===== src/rtl/rpt_pkg.sv =====
package rpt_pkg;
  localparam int unsigned RPT_CNT_W = 8;

  typedef enum logic {
    SRC_MEM = 1'b0,
    SRC_IMM = 1'b1
  } rpt_src_e;
endpackage


===== src/rtl/rpt_src_mux.sv =====
module rpt_src_mux #(
  parameter int unsigned W = rpt_pkg::RPT_CNT_W
) (
  input  rpt_pkg::rpt_src_e sel,
  input  logic [W-1:0]      mem_val,
  input  logic [W-1:0]      imm_val,
  output logic [W-1:0]      cnt_val
);
  always_comb begin
    unique case (sel)
      rpt_pkg::SRC_IMM: cnt_val = imm_val;
      default:          cnt_val = mem_val;
    endcase
  end
endmodule


===== src/rtl/rpt_counter.sv =====
module rpt_counter #(
  parameter int unsigned W = rpt_pkg::RPT_CNT_W
) (
  input  logic         clk,
  input  logic         rst,
  input  logic         load,
  input  logic [W-1:0] load_val,
  input  logic         done,
  output logic [W-1:0] nxt_cnt,
  output logic         nxt_active
);
  logic [W-1:0] cnt_q;
  logic         active_q;

  // load has priority: the setup instruction's own completion is not a pass
  always_comb begin
    nxt_cnt    = cnt_q;
    nxt_active = active_q;
    if (load) begin
      nxt_cnt    = load_val;
      nxt_active = 1'b1;
    end else if (done && active_q) begin
      if (cnt_q == '0) nxt_active = 1'b0;
      else             nxt_cnt    = cnt_q - 1'b1;
    end
  end

  always_ff @(posedge clk) begin
    if (rst) begin
      cnt_q    <= '0;
      active_q <= 1'b0;
    end else begin
      cnt_q    <= nxt_cnt;
      active_q <= nxt_active;
    end
  end
endmodule


===== src/rtl/rpt_flag_gen.sv =====
module rpt_flag_gen #(
  parameter int unsigned W = rpt_pkg::RPT_CNT_W
) (
  input  logic         clk,
  input  logic         rst,
  input  logic [W-1:0] nxt_cnt,
  input  logic         nxt_active,
  output logic         hold_q,
  output logic         active_q,
  output logic         last_q
);
  logic at_zero;
  assign at_zero = (nxt_cnt == '0);

  always_ff @(posedge clk) begin
    if (rst) begin
      hold_q   <= 1'b0;
      active_q <= 1'b0;
      last_q   <= 1'b0;
    end else begin
      hold_q   <= nxt_active && !at_zero;
      active_q <= nxt_active;
      last_q   <= nxt_active && at_zero;
    end
  end
endmodule


===== src/rtl/rpt_ctrl.sv =====
module rpt_ctrl #(
  parameter int unsigned CNT_W = rpt_pkg::RPT_CNT_W
) (
  input  logic             clk,
  input  logic             rst,
  input  logic             rpt_load,
  input  logic             rpt_src,
  input  logic [CNT_W-1:0] rpt_mem_cnt,
  input  logic [CNT_W-1:0] rpt_imm_cnt,
  input  logic             instr_done,
  output logic             hold_fetch,
  output logic             rpt_active,
  output logic             rpt_last
);
  logic [CNT_W-1:0] sel_cnt;
  logic [CNT_W-1:0] nxt_cnt;
  logic             nxt_active;

  rpt_src_mux #(.W(CNT_W)) u_mux (
    .sel     (rpt_pkg::rpt_src_e'(rpt_src)),
    .mem_val (rpt_mem_cnt),
    .imm_val (rpt_imm_cnt),
    .cnt_val (sel_cnt)
  );

  rpt_counter #(.W(CNT_W)) u_cnt (
    .clk        (clk),
    .rst        (rst),
    .load       (rpt_load),
    .load_val   (sel_cnt),
    .done       (instr_done),
    .nxt_cnt    (nxt_cnt),
    .nxt_active (nxt_active)
  );

  rpt_flag_gen #(.W(CNT_W)) u_flags (
    .clk        (clk),
    .rst        (rst),
    .nxt_cnt    (nxt_cnt),
    .nxt_active (nxt_active),
    .hold_q     (hold_fetch),
    .active_q   (rpt_active),
    .last_q     (rpt_last)
  );
endmodule


===== config.mk =====
export PLATFORM = sky130hd
export DESIGN_NAME = rpt_ctrl
export DESIGN_NICKNAME = d
export VERILOG_FILES = /design/src/rtl/rpt_pkg.sv /design/src/rtl/rpt_src_mux.sv /design/src/rtl/rpt_counter.sv /design/src/rtl/rpt_flag_gen.sv /design/src/rtl/rpt_ctrl.sv
export SDC_FILE = /design/constraint.sdc
export NUM_CORES = 1
export LEC_CHECK = 0
export ABC_CLOCK_PERIOD_IN_PS = 1700
export BUFFER_PORTS_ARGS = -buffer_cell sky130_fd_sc_hd__buf_2
export CAP_MARGIN = 30
export CELL_PAD_IN_SITES_DETAIL_PLACEMENT = 1
export CELL_PAD_IN_SITES_GLOBAL_PLACEMENT = 1
export CORE_MARGIN = 4
export CORE_UTILIZATION = 33
export DETAILED_ROUTE_END_ITERATION = 10
export PLACE_DENSITY = 0.7
export SLEW_MARGIN = 20
export SYNTH_ARGS = -nofsm -noshare
export SYNTH_HDL_FRONTEND = slang
export SYNTH_SLANG_ARGS = --single-unit

===== constraint.sdc =====
create_clock -name clk -period 1.7 [get_ports clk]
set_input_delay 0.17 -clock clk [delete_from_list [all_inputs] [get_ports clk]]
set_output_delay 0.17 -clock clk [all_outputs]
set_load 0.02 [all_outputs]

**After elaboration in Yosys (flattened, before gate mapping)**

Index checks and enable logic that the tools add are counted.

- Reductions and logical operators: 6
- Add/subtract/negate cells: 1
- Mux-type cells: 7

Operators by type and width:

| kind | number |
|---|---|
| 2-to-1 mux 8 bit | 4 |
| zero test 8 bit | 2 |
| subtractor 8 x 1 -> 8 bit, second input constant | 1 |
| logical AND 1 bit | 3 |
| 2-to-1 mux 1 bit | 3 |
| zero test 1 bit | 1 |

- Word-level logic and storage cells: 18
- Input port bits: 21
- Flip-flop bits (word level): 11
- Output and inout bits: 3

**Depth between registers and ports, before layout**

- Word-level depth: 7
- Gate-level depth with buffers: 7
- Mapped depth without buffers: 7

**By module**

A second synthesis with hierarchy kept.

- Cells, all modules: 93
- Area total of the unflattened synthesis: 840.8 sq um

By module, submodules not included:

| module | cells an instance | times used | area each (sq um) |
|---|---|---|---|
| rpt_counter | 76 | 1 | 604.3 |
| rpt_src_mux | 9 | 1 | 131.4 |
| rpt_flag_gen | 8 | 1 | 105.1 |

**Least setup slack after synthesis**

No wires, ideal clock.

- Path kind: register to register
- Start point: register u_cnt.cnt_q[0]
- End point: register u_flags.last_q
- Setup time: 116 ps
- Clock period less this slack: 1769 ps
- Arrival time: 1653 ps
- Data required time: 1584 ps
- Stages on the path, launching flop included: 8
- Setup slack: -69 ps
- Cell sequence: dfxtp_1 -> inv_1 -> ha_1 -> nor3b_1 -> a2111oi_0 -> a211oi_2 -> o211a_1 -> and4_1

- Word-level cells in the longest chain between the ends: 6

Ends and longest elaborated chain:

| element | line | RTL |
|---|---|---|
| start, declared | rpt_counter.sv:12 | `logic [W-1:0] cnt_q;` |
| start signal, assigned | rpt_counter.sv:33 | `cnt_q <= nxt_cnt;` |
| subtractor 8 x 1 -> 8 bit or zero test 8 bit (tied branches) | rpt_counter.sv:24, rpt_counter.sv:23 |  |
| 2-to-1 mux 8 bit | rpt_counter.sv:23 | `if (cnt_q == '0) nxt_active = 1'b0;` |
| 2-to-1 mux 8 bit | rpt_counter.sv:22 | `end else if (done && active_q) begin` |
| 2-to-1 mux 8 bit | rpt_counter.sv:19 | `if (load) begin` |
| zero test 8 bit | rpt_flag_gen.sv:13 | `assign at_zero = (nxt_cnt == '0);` |
| logical AND 1 bit (*) | rpt_flag_gen.sv:23 | `last_q <= nxt_active && at_zero;` |
| end signal, assigned | rpt_flag_gen.sv:23 |  |
| end, declared | rpt_flag_gen.sv:10 | `output logic last_q` |

Mark *: on every way between the ends. The rest lies on a longest branch, timed or not.
A chain may end at the register's enable or synchronous reset.

**Worst setup path in the final report**

- Start point: register u_cnt.cnt_q[6]
- End point: register u_flags.last_q

Same word-level chain as after synthesis.

==> metrics.csv <==
stage,metric,value,unit
outcome,status,finished clean,
synthesis,syn_area_per_cell,8.28,um^2
final_layout,multi_input_area,684,um^2
synthesis,synth-main-ff-cell,dfxtp_1,
timing,hold_ws,0.180,ns
final_layout,area_growth,47.9,%
clock_network,clock_sinks,11,
final_layout,mostFrequentLayoutCell,buf_2,
final_layout,nNetsFinal,165,
route,wl_met1,1380,um
clock_network,cts_tree,built,
route,antenna_left,0,
synthesis,yosysSeqAreaShare,0.261,
placement,place_area,0.00105,mm^2
synthesis,yosys.area.top_type_share,0.261,
critical_path,crit_type,flop to flop,
global_route,grt_pass1_vias,960,
synthesis,synth_cells,102,
pwr,ir_drop,465,uV
global_route,grt_overflow,0,
floorplan,rows,18,
final_layout,seq_area,226,um^2
floorplan,die_height,58.6,um
pwr,p_leak,0.000548,uW
clock_network,cts_buffers,3,
floorplan,die_x,58.6,um
floorplan,ios,24,
synthesis,syn_nets,125,
synthesis,yosysWarningCount,0,
critical_path,path_max_fanout,5,
final_layout,fin_util,0.509,
timing,finalCritPeriodShare,0.992,
route,routed_via_density,5.55,
timing,setup_viol_count_final,0,
global_route,antenna_found_initial,0,
synthesis,synth_area_leader_cell,dfxtp_1,
global_route,gr-usage-all-layers,0.176,
placement,hpwlAfterDp,2080,um
final_layout,fin_area,0.00125,mm^2
synthesis,syn_area,845,um^2
clock_network,cts-root-buf,clkbuf_4,
final_layout,n_fill_cell,308,
clock_network,clock_latency,0.28,ns
clock_network,clk_pin_slew_worst_paths,0.08,ns
clock_network,htreeDepth,1,
final_layout,layout_common_cells,"buf_2 (23), buf_4 (17), nand2_1 (10), nor2_1 (10), dfxtp_1 (8)",
clock_network,clk_path_buf_depth,2,
critical_path,reg2reg_slack,0.01,ns
critical_path,cp-start-kind,flop,
global_route,grt_pass1_wl,4690,um
synthesis,ys_seq_elements,11,
route,wl_per_cell,17.5,um
synthesis,synth_cell_types,45,
route,met3_length,114,um
timing,worstMarginPinSlew,0.356,ns
synthesis,ys_async_sr_fraction,0,
timing,skew,0.00167,ns
final_layout,antenna_cells,0,
route,drt_iter0_markers,28,
critical_path,critPathRequiredTime,1.92,ns
timing,grt_setup_unrepaired,true,
placement,gp_congestion,0.868,
placement,portBuffers,23,
global_route,grt_max_degree,16,
synthesis,synth-edff-count,0,
timing,slew_headroom,0.763,
critical_path,end_kind,flop,
timing,max_freq,0.593,GHz
route,topRoutingLayerUsed,met4,
route,drcViolationCount,0,
route,dr_wl_met2,1460,um
final_layout,drive_gt1_frac,0.511,
pwr,p_per_area,680,mW/mm^2
floorplan,initial_core_util,0.344,
timing,final_hold_viol_count,0,
hold_path,min_path_type,primary input to flop,
critical_path,cp.arrival,1.91,ns
job,maxCapViolCount,0,
timing,final_max_slew_viol_count,0,
synthesis,synth_area_leaders,"dfxtp_1 (26%), mux2_2 (5.3%), mux2i_1 (4.7%)",
timing,period_needed,1.69,ns
route,first_pass_iters,4,
floorplan,core_area,0.00245,mm^2
floorplan,dieArea,0.00343,mm^2
route,num_vias,949,
route,routed_wirelength,3000,um
==> worst max-delay path, cell delays in order, from the launching register on <==
cell	delay, ns
dfxtp_4	0.37
nor4_4	0.35
buf_4	0.19
and2_4	0.18
and3_4	0.19
o211a_1	0.19
and4_1	0.17
==> stage by stage <==
step | TNS, ns | total power (uW) | setup slack [ns] | cells
5_1_grt | -0.152 | 899 | -0.0728 | 171
3_3_place_gp | -0.170 | 564 | -0.0890 | 161
2_1_floorplan | 0 | 470 | 0.0117 | 102
4_1_cts | 0 | 795 | 0.00557 | 166
3_5_place_dp | -0.378 | 574 | -0.152 | 161
6_report | 0 | 849 | 0.0128 | 171
==> cells in the mapped netlist (2+ instances only) <==
library cell,count
a22oi_1,3
inv_1,7
xnor2_1,3
and4_1,2
a31oi_1,2
dfxtp_1,11
buf_2,3
mux2_2,4
o21ai_0,3
a21oi_1,4
nand3_1,2
nor2_1,10
ha_1,2
nand2_1,10
nor3_1,3
mux2i_1,4
==> logic make-up (layout without fill, tap and decap cells) <==
kind of cell	Yosys count	in the layout	synth area share
AO/OA/AOI/OAI	27	27	0.244
AND/OR/NAND/NOR	38	38	0.261
buffers and inverters	12	51	0.0622
multiplexers	8	8	0.101
flip-flops	11	11	0.261
adder cells (fa/ha/maj)	2	2	0.0296
XOR/XNOR	4	4	0.0415
==> registers in the layout, indices dropped and copies added, names as in the netlist <==
register	flops
u_flags.last_q	1
u_flags.hold_q	1
u_cnt.cnt_q	8
u_cnt.active_q	1
==> what timing repair did <==
action	in CTS	in global routing
pin swaps	2	12
endpoints found under the hold margin	0	0
gates resized for setup	12	16
setup buffers	1	5
hold buffers	0	0
endpoints found under the setup margin	4	4
==> metal layers <==
metal,global-route usage,vias to the layer above
li1,-,454
met1,0.238,469
met2,0.281,19
met3,0.0417,7
met4,0.0485,0
met5,0,-
==> layout make-up <==
| class | instances | share of cell area |
|---|---|---|
| repair buffers | 40 | 0.194 |
| inverters | 7 | 0.0251 |
| multi-input cells | 79 | 0.548 |
| flip-flops and latches | 11 | 0.181 |
| well taps | 30 | 0.0301 |
| clock buffers | 4 | 0.0210 |
==> path summary, 6_finish.rpt <==
check                               startpoint             end  cells after the start
worst max-delay path            u_cnt.cnt_q[6]  u_flags.last_q                      6
worst min-delay path                       rst  u_cnt.cnt_q[6]                      2
worst max register to register  u_cnt.cnt_q[6]  u_flags.last_q                      6
worst min register to register  u_cnt.active_q  u_flags.hold_q                      3
==> report_power, final <==
| part | total, uW | leakage [uW] | internal [uW] | switching (uW) |
|---|---|---|---|---|
| combinational | 349 | 0.000441 | 174 | 175 |
| clock | 194 | 0.0000150 | 91.0 | 103 |
| sequential | 306 | 0.0000924 | 278 | 28.1 |
(Power assumes the default switching activity.)
